<file path="src/rtl/irq_cascade_pkg.sv">
package irq_cascade_pkg;
  localparam int GRP_W  = 32;
  localparam int VEC_W  = 7;
  localparam int ADDR_W = 5;

  localparam logic [ADDR_W-1:0] OFS_LO_CAUSE  = 5'h00;
  localparam logic [ADDR_W-1:0] OFS_HI_CAUSE  = 5'h04;
  localparam logic [ADDR_W-1:0] OFS_LO_MASK   = 5'h08;
  localparam logic [ADDR_W-1:0] OFS_HI_MASK   = 5'h0C;
  localparam logic [ADDR_W-1:0] OFS_PIN_CAUSE = 5'h10;
  localparam logic [ADDR_W-1:0] OFS_PIN_MASK  = 5'h14;
  localparam logic [ADDR_W-1:0] OFS_VECTOR    = 5'h18;

  typedef struct packed {
    logic             valid;
    logic [VEC_W-1:0] num;
  } vec_t;
endpackage

</file>
<file path="src/rtl/irq_prio_find.sv">
module irq_prio_find #(
  parameter int W     = 32,
  localparam int IW   = $clog2(W)
) (
  input  logic [W-1:0]  req,
  output logic          found,
  output logic [IW-1:0] idx
);
  always_comb begin
    found = 1'b0;
    idx   = '0;
    for (int i = 0; i < W; i++) begin
      if (req[i]) begin
        found = 1'b1;
        idx   = IW'(i);
      end
    end
  end

  // the chosen bit is set and nothing above it is set
  always_comb begin
    if (found) begin
      a_r4_highest_wins: assert ((req >> idx) == W'(1));
    end
  end
endmodule

</file>
<file path="src/rtl/irq_pin_capture.sv">
module irq_pin_capture #(
  parameter int W = 32
) (
  input  logic         clk,
  input  logic         rst_n,
  input  logic [W-1:0] pin_in,
  input  logic         clr_we,
  input  logic [W-1:0] clr_keep,
  output logic [W-1:0] cause
);
  logic [W-1:0] pin_q;
  logic [W-1:0] rise;
  logic [W-1:0] keep;

  assign rise = pin_in & ~pin_q;
  assign keep = clr_we ? clr_keep : {W{1'b1}};

  always_ff @(posedge clk) begin
    if (!rst_n) begin
      pin_q <= '0;
      cause <= '0;
    end else begin
      pin_q <= pin_in;
      cause <= (cause & keep) | rise;
    end
  end

  // a captured edge is present in the next cycle, even against a clear
  a_r9_edge_sets: assert property (@(posedge clk) disable iff (!rst_n)
    (rise != '0) |=> ((cause & $past(rise)) == $past(rise)));

  // with no edge, bits written as zero are clear afterwards
  a_r7_zero_clears: assert property (@(posedge clk) disable iff (!rst_n)
    (clr_we && rise == '0) |=> ((cause & ~$past(clr_keep)) == '0));

  // a held or falling input never sets a bit by itself
  a_r9_no_level_set: assert property (@(posedge clk) disable iff (!rst_n)
    (rise == '0) |=> ((cause & ~$past(cause)) == '0));
endmodule

</file>
<file path="src/rtl/irq_mask_regs.sv">
module irq_mask_regs
  import irq_cascade_pkg::*;
#(
  parameter int W = GRP_W
) (
  input  logic              clk,
  input  logic              rst_n,
  input  logic              wr,
  input  logic [ADDR_W-1:0] addr,
  input  logic [W-1:0]      wdata,
  output logic [W-1:0]      lo_mask,
  output logic [W-1:0]      hi_mask,
  output logic [W-1:0]      pin_mask
);
  always_ff @(posedge clk) begin
    if (!rst_n) begin
      lo_mask  <= '0;
      hi_mask  <= '0;
      pin_mask <= '0;
    end else if (wr) begin
      unique case (addr)
        OFS_LO_MASK:  lo_mask  <= wdata;
        OFS_HI_MASK:  hi_mask  <= wdata;
        OFS_PIN_MASK: pin_mask <= wdata;
        default: ;
      endcase
    end
  end

  // a mask write is stored verbatim
  a_r12_lo_mask_wr: assert property (@(posedge clk) disable iff (!rst_n)
    (wr && addr == OFS_LO_MASK) |=> (lo_mask == $past(wdata)));
  a_r12_pin_mask_wr: assert property (@(posedge clk) disable iff (!rst_n)
    (wr && addr == OFS_PIN_MASK) |=> (pin_mask == $past(wdata)));
  // other offsets leave the high mask alone
  a_r11_hi_mask_hold: assert property (@(posedge clk) disable iff (!rst_n)
    !(wr && addr == OFS_HI_MASK) |=> $stable(hi_mask));
endmodule

</file>
<file path="src/rtl/irq_cascade_ctrl.sv">
module irq_cascade_ctrl
  import irq_cascade_pkg::*;
#(
  parameter logic [GRP_W-1:0] LO_VALID   = 32'h3dff_fffe,
  parameter logic [GRP_W-1:0] HI_VALID   = 32'h0f00_0db7,
  parameter int               SUM_LSB    = 24,
  parameter int               PIN_SLICES = 4,
  localparam int              SLICE_W    = GRP_W / PIN_SLICES,
  localparam int              IW         = $clog2(GRP_W)
) (
  input  logic              clk,
  input  logic              rst_n,
  input  logic [GRP_W-1:0]  lo_src,
  input  logic [GRP_W-1:0]  hi_src,
  input  logic [GRP_W-1:0]  pin_in,
  input  logic              reg_wr,
  input  logic [ADDR_W-1:0] reg_addr,
  input  logic [GRP_W-1:0]  reg_wdata,
  output logic [GRP_W-1:0]  reg_rdata,
  output logic              vec_valid,
  output logic [VEC_W-1:0]  vec_num,
  output logic              irq_req
);
  logic [GRP_W-1:0] lo_mask, hi_mask, pin_mask, pin_cause;
  logic [GRP_W-1:0] hi_cause, lo_eff, hi_eff, pin_eff;
  logic [PIN_SLICES-1:0] summary;
  logic lo_found, hi_found, pin_found;
  logic [IW-1:0] lo_idx, hi_idx, pin_idx;
  vec_t next_vec;

  irq_mask_regs #(.W(GRP_W)) u_masks (
    .clk(clk), .rst_n(rst_n), .wr(reg_wr), .addr(reg_addr),
    .wdata(reg_wdata), .lo_mask(lo_mask), .hi_mask(hi_mask),
    .pin_mask(pin_mask)
  );

  irq_pin_capture #(.W(GRP_W)) u_pins (
    .clk(clk), .rst_n(rst_n), .pin_in(pin_in),
    .clr_we(reg_wr && reg_addr == OFS_PIN_CAUSE),
    .clr_keep(reg_wdata), .cause(pin_cause)
  );

  for (genvar k = 0; k < PIN_SLICES; k++) begin : g_sum
    assign summary[k] = |pin_cause[k*SLICE_W +: SLICE_W];
  end

  always_comb begin
    hi_cause = hi_src;
    hi_cause[SUM_LSB +: PIN_SLICES] = summary;
  end

  assign lo_eff  = lo_src   & LO_VALID & lo_mask;
  assign hi_eff  = hi_cause & HI_VALID & hi_mask;
  assign pin_eff = pin_cause & pin_mask;

  irq_prio_find #(.W(GRP_W)) u_lo  (.req(lo_eff),  .found(lo_found),  .idx(lo_idx));
  irq_prio_find #(.W(GRP_W)) u_hi  (.req(hi_eff),  .found(hi_found),  .idx(hi_idx));
  irq_prio_find #(.W(GRP_W)) u_pin (.req(pin_eff), .found(pin_found), .idx(pin_idx));

  always_comb begin
    next_vec = '0;
    if (lo_found) begin
      next_vec.valid = 1'b1;
      next_vec.num   = VEC_W'(lo_idx);
    end else if (hi_found) begin
      if (int'(hi_idx) >= SUM_LSB) begin
        next_vec.valid = pin_found;
        next_vec.num   = pin_found ? VEC_W'(2 * GRP_W) + VEC_W'(pin_idx) : '0;
      end else begin
        next_vec.valid = 1'b1;
        next_vec.num   = VEC_W'(GRP_W) + VEC_W'(hi_idx);
      end
    end
  end

  always_ff @(posedge clk) begin
    if (!rst_n) begin
      vec_valid <= 1'b0;
      vec_num   <= '0;
      irq_req   <= 1'b0;
    end else begin
      vec_valid <= next_vec.valid;
      vec_num   <= next_vec.num;
      irq_req   <= lo_found || hi_found;
    end
  end

  always_comb begin
    unique case (reg_addr)
      OFS_LO_CAUSE:  reg_rdata = lo_src;
      OFS_HI_CAUSE:  reg_rdata = hi_cause;
      OFS_LO_MASK:   reg_rdata = lo_mask;
      OFS_HI_MASK:   reg_rdata = hi_mask;
      OFS_PIN_CAUSE: reg_rdata = pin_cause;
      OFS_PIN_MASK:  reg_rdata = pin_mask;
      OFS_VECTOR:    reg_rdata = GRP_W'({vec_valid, vec_num});
      default:       reg_rdata = '0;
    endcase
  end

  // a live low-group request yields a low-group number next cycle
  a_r3_low_first: assert property (@(posedge clk) disable iff (!rst_n)
    (lo_eff != '0) |=> (vec_valid && vec_num < VEC_W'(GRP_W)));

  // the request line follows the main groups one cycle later
  a_r10_irq_set: assert property (@(posedge clk) disable iff (!rst_n)
    (lo_eff != '0 || hi_eff != '0) |=> irq_req);
  a_r10_irq_clr: assert property (@(posedge clk) disable iff (!rst_n)
    (lo_eff == '0 && hi_eff == '0) |=> (!irq_req && !vec_valid));

  // pin winners land in the top third of the number space
  a_r1_pin_range: assert property (@(posedge clk) disable iff (!rst_n)
    (lo_eff == '0 && hi_eff[SUM_LSB-1:0] == '0 && hi_eff != '0 && pin_eff != '0)
    |=> (vec_valid && vec_num >= VEC_W'(2 * GRP_W)));

  // a valid vector is never reported without the request line
  a_r6_valid_needs_irq: assert property (@(posedge clk) disable iff (!rst_n)
    vec_valid |-> irq_req);
endmodule

</file>
<file path="config.mk">
export PLATFORM = sky130hd
export DESIGN_NAME = irq_cascade_ctrl
export DESIGN_NICKNAME = d
export VERILOG_FILES = /design/src/rtl/irq_cascade_pkg.sv /design/src/rtl/irq_prio_find.sv /design/src/rtl/irq_pin_capture.sv /design/src/rtl/irq_mask_regs.sv /design/src/rtl/irq_cascade_ctrl.sv
export SDC_FILE = /design/constraint.sdc
export NUM_CORES = 1
export LEC_CHECK = 0
export CAP_MARGIN = 20
export CORE_ASPECT_RATIO = 1.5
export CORE_MARGIN = 1
export CORE_UTILIZATION = 40
export CTS_CLUSTER_SIZE = 10
export DETAILED_ROUTE_END_ITERATION = 16
export GPL_TIMING_DRIVEN = 1
export PLACE_DENSITY = 0.72
export REMOVE_ABC_BUFFERS = 1
export SYNTH_ARGS = -nofsm -noshare
export SYNTH_HDL_FRONTEND = slang
export SYNTH_HIERARCHICAL = 1
export SYNTH_SLANG_ARGS = --single-unit
</file>
<file path="constraint.sdc">
create_clock -name clk -period 3.24 [get_ports clk]
set_input_delay 0.648 -clock clk [delete_from_list [all_inputs] [get_ports clk]]
set_output_delay 0.648 -clock clk [all_outputs]
set_load 0.01 [all_outputs]
</file>
==> results of run 1 <==
-- cells in the mapped netlist, types with 4 or more instances --
cell type    n  share of area
inv_1       22         0.0086
mux4_2       4         0.0094
o21ai_0     12         0.0063
nand3_1     19         0.0099
nand3b_1    33          0.026
a21oi_1     32          0.017
nand2_1    202          0.079
buf_2       18         0.0094
a221o_1      6         0.0063
or3_1        4         0.0026
a222oi_1    13          0.014
and2_4      10         0.0092
buf_4        4         0.0031
dfxtp_1    169           0.35
nor4_1      17          0.011
mux2i_1    122           0.13
nand2b_1     4         0.0026
o21ai_2     30          0.027
o21ai_1     15         0.0079
a22oi_1     20          0.016
o221ai_1    14          0.013
and3_1       7         0.0046
nor2b_1     35          0.023
nor4_2       9          0.012
nor3_1      15         0.0079
and2_1      96          0.063
mux2_1      17          0.020
nor2_1      55          0.022
or4_1        9         0.0071
clkbuf_1    20         0.0079
buf_6       18          0.021
-- per-stage QoR --
step                setup TNS [ns]  power, W  worst slack, ns  cells
floorplan                        0   0.00251            0.572   1118
global placement             -7.57   0.00294           -0.284   1673
detailed placement           -8.17   0.00294           -0.303   1673
CTS                              0   0.00493           0.0743   1707
global route               -0.0728   0.00509          -0.0274   1708
finish                           0   0.00490           0.0914   1710
-- worst max-delay path, stage by stage --
cell and delay, ns:
clkdlybuf4s50_1 0.44, or3b_4 0.42, buf_4 0.15, nor3_2 0.13, buf_6 0.19, a222oi_1 0.10, o21ai_1 0.11, dlygate4sd2_1 0.29
-- cell type report --
type / instances / share of cell area
diodes: 3 / 0.000590
flip-flops and latches: 169 / 0.266
clock buffers: 20 / 0.0343
well taps: 315 / 0.0310
multi-input cells: 927 / 0.470
clock inverters: 11 / 0.00973
inverters: 22 / 0.00649
repair buffers: 243 / 0.182
-- per-layer routing --
layer / vias up / part of all wire
met5: - / 0
met4: 0 / 0.050
met3: 74 / 0.045
met2: 301 / 0.51
met1: 4241 / 0.39
li1: 4359 / -
-- logic make-up after synthesis --
logic type / count (synthesis) / share of synthesized area
flops: 169 / 0.354
simple gates: 531 / 0.300
other cells: 1 / 0.000392
mux: 146 / 0.161
buf+inv: 84 / 0.0523
compound gates: 173 / 0.133
-- what timing repair did --
action                     in CTS  in global routing
setup buffers                   2                  0
resized for setup              38                  8
gates cloned                    1                  0
setup endpoints to repair      34                  8
hold endpoints to repair        0                  0
pin swaps                       1                  1
-- power breakdown --
part / leakage, nW / total, W / internal [W] / switching [W]
logic: 4.17 / 0.000697 / 0.000363 / 0.000334
registers: 1.38 / 0.00221 / 0.00215 / 0.0000551
clock network: 0.266 / 0.00200 / 0.00113 / 0.000867
total: 5.82 / 0.00490 / 0.00365 / 0.00126
-- flip-flops by register name, indices dropped and copies added (netlist names) --
| register | count |
|---|---|
| irq_req | 1 |
| u_masks/hi_mask | 32 |
| u_masks/lo_mask | 32 |
| u_masks/pin_mask | 32 |
| u_pins/cause | 32 |
| u_pins/pin_q | 32 |
| vec_num | 7 |
| vec_valid | 1 |
-- how the worst max path moves through the flow --
stage / from / end / slack, ns / depth (start not counted)
2_1_floorplan: lo_src[24] / vec_num[0] / 0.57 / 9
3_3_place_gp: reg_addr[3] / reg_rdata[10] / -0.28 / 7
3_5_place_dp: reg_addr[3] / reg_rdata[26] / -0.30 / 7
4_1_cts: reg_addr[1] / reg_rdata[16] / 0.07 / 8
5_1_grt: u_pins/cause[12] / vec_num[2] / -0.03 / 12
6_report: reg_addr[1] / reg_rdata[11] / 0.09 / 8
-- layout by cell type, fill, tap and decap left out, drive strengths merged, types with 3 or more instances in the layout --
cell type / count
a21boi: 6
a221o: 6
a22oi: 20
mux4: 4
o31ai: 3
a222oi: 13
clkinvlp: 3
conb: 77
o311ai: 3
or4: 10
nand2b: 4
nor2b: 38
o21bai: 3
nor2: 57
nor3: 17
o221ai: 14
and3: 7
dfxtp: 169
mux2i: 122
nand2: 202
clkdlybuf4s50: 135
dlygate4sd2: 29
clkbuf: 21
nand3: 22
clkdlybuf4s15: 4
o211ai: 3
clkinv: 5
inv: 23
a31o: 3
a21oi: 32
mux2: 20
nor4: 26
buf: 73
o21ai: 57
and2: 106
or3: 4
nand3b: 33
diode: 3
==> tab_implementation.tex, run 1 <==
\begin{tabular}{lr}
\hline
Metric & Value \\
\hline
\multicolumn{2}{l}{\textbf{Route}} \\
Routed wire length & 29700 um \\
Vias per Instance & 5.25 \\
Total iterations of the first detailed-routing run & 6 \\
Iteration-0 DRC Markers & 616 \\
Via count & 8975 \\
Remaining design rule violation count & 0 \\
Wire per inst & 17.4 um \\
Antenna-violating nets left & 0 \\
\multicolumn{2}{l}{\textbf{Global routing}} \\
Met1 routing resource usage after global routing & 0.274 \\
Number of antenna violations at the first check in global routing & 3 \\
Global-route wire length before repair & 46500 um \\
Met3 demand-to-capacity share in global routing & 0.0350 \\
Vias in the first global route & 8931 \\
Most congested layer reported by global routing & met2 \\
Routing usage on met2 & 0.446 \\
Maximum number of pins on one net before global-route repair & 92 \\
Global-route total usage across every layer & 0.248 \\
Total gr overflow & 0 \\
\multicolumn{2}{l}{\textbf{Yosys}} \\
Share of synthesized area occupied by flip-flops and latches & 0.354 \\
Share of synthesized flip-flops with an asynchronous set or reset & 0 \\
Prevailing post-synth register cell & dfxtp\_1 \\
Synthesized area divided by synthesized cell count & 8.66 um\^{}2 \\
Synthesized netlist cell count & 1104 \\
Number of flops mapped to enable cells by yosys & 0 \\
Flip-flop and latch count after synthesis & 169 \\
Post-synthesis cell area & 9560 um\^{}2 \\
Count of yosys warnings during synthesis & 6 \\
Unique cell type count in the Yosys netlist & 61 \\
\multicolumn{2}{l}{\textbf{Clock tree}} \\
Clock Tree Root & clkbuf\_16 \\
CTS tree & done \\
Number of hold buffers added after cts & 0 \\
Clock latency of the later-clocked register in the worst-skew pair & 0.43 ns \\
H-tree Lvls & 4 \\
Num CTS Buffers & 17 \\
\# clock sinks & 169 \\
Clock-pin slew on the worst setup and hold paths & 0.06 ns \\
Bufs on Longest Clock Path & 2 \\
\multicolumn{2}{l}{\textbf{Worst hold path}} \\
Launch instance of the worst min-delay path & u\_masks/hi\_mask[6] \\
End of the worst hold path & u\_masks/hi\_mask[6] \\
Hold Path Cell Cnt & 2 \\
Hold WC Path Type & reg2reg \\
\multicolumn{2}{l}{\textbf{Place}} \\
Post-detailed-placement cell area & 12100 um\^{}2 \\
Dpl hpwl & 22100 um \\
I/O Buffers & 172 \\
Final RePlAce weighted congestion & 0.859 \\
\multicolumn{2}{l}{\textbf{Status}} \\
Result of the run & completed \\
\multicolumn{2}{l}{\textbf{Timing}} \\
Final hold vios & 0 \\
Minimum clock period & 3.15 ns \\
Highest Clock Rate & 0.318 GHz \\
Hold Slack & 0.462 ns \\
Endpoints failing setup & 0 \\
Count of final max-slew check failures & 0 \\
Final critical-path share of the clock period & 0.972 \\
Pin slew with the least headroom to its limit & 0.639 ns \\
Max-slew headroom & 0.570 \\
Fin Clk Skew & 0.00655 ns \\
\multicolumn{2}{l}{\textbf{Run}} \\
Number of maximum-capacitance constraint violations & 0 \\
\multicolumn{2}{l}{\textbf{Die}} \\
Initial Util & 0.412 \\
IO Count & 177 \\
Placeable Area & 23200 um\^{}2 \\
Vertical die dimension & 191 um \\
Area of the die & 24500 um\^{}2 \\
Chip width & 128 um \\
Placement Rows & 68 \\
\multicolumn{2}{l}{\textbf{Final layout}} \\
Area of combinational cells with multiple inputs & 5980 um\^{}2 \\
Share of layout cells above drive strength 1 & 0.126 \\
Non-Filler Cell Area, Final & 12700 um\^{}2 \\
Area Growth Syn to Fin & 33.1\% \\
Layout filler cell count & 2160 \\
Final core utilization & 0.548 \\
Register cell area after layout & 3380 um\^{}2 \\
Final Net Count & 1516 \\
\multicolumn{2}{l}{\textbf{Worst setup path}} \\
Crit-path max FO & 11 \\
Category of the critical setup timing path & in2out \\
Required time at the worst-slack endpoint & 2.59 ns \\
Worst R2R Setup Slack & 0.16 ns \\
Start of the worst register-to-register path & u\_pins/cause[12] \\
Worst r2r path cells & 12 \\
Crit path capture type & output pin \\
Destination of the worst register-to-register timing path & vec\_num[2] \\
Crit start category & input port \\
Data arrival time at the worst-slack endpoint & 2.50 ns \\
\multicolumn{2}{l}{\textbf{Power and ir drop}} \\
Maximum VDD drop & 0.361 mV \\
Pleak & 5.82 nW \\
Power density of the placed cells & 385 nW/um\^{}2 \\
\hline
\end{tabular}
Power figures use the tool's default switching activity.
==> inputs of run 2 (changes only) <==
--- a/config.mk
+++ b/config.mk
@@ -5,15 +5,18 @@
 export SDC_FILE = /design/constraint.sdc
 export NUM_CORES = 1
 export LEC_CHECK = 0
+export ABC_CLOCK_PERIOD_IN_PS = 3240
 export CAP_MARGIN = 20
 export CORE_ASPECT_RATIO = 1.5
 export CORE_MARGIN = 1
 export CORE_UTILIZATION = 40
+export CTS_CLUSTER_DIAMETER = 50
 export CTS_CLUSTER_SIZE = 10
 export DETAILED_ROUTE_END_ITERATION = 16
 export GPL_TIMING_DRIVEN = 1
 export PLACE_DENSITY = 0.72
 export REMOVE_ABC_BUFFERS = 1
+export SLEW_MARGIN = 20
 export SYNTH_ARGS = -nofsm -noshare
 export SYNTH_HDL_FRONTEND = slang
 export SYNTH_HIERARCHICAL = 1
==> results of run 2 <==
Same layout as run 1: the final DEF is identical, and so are final timing and power.
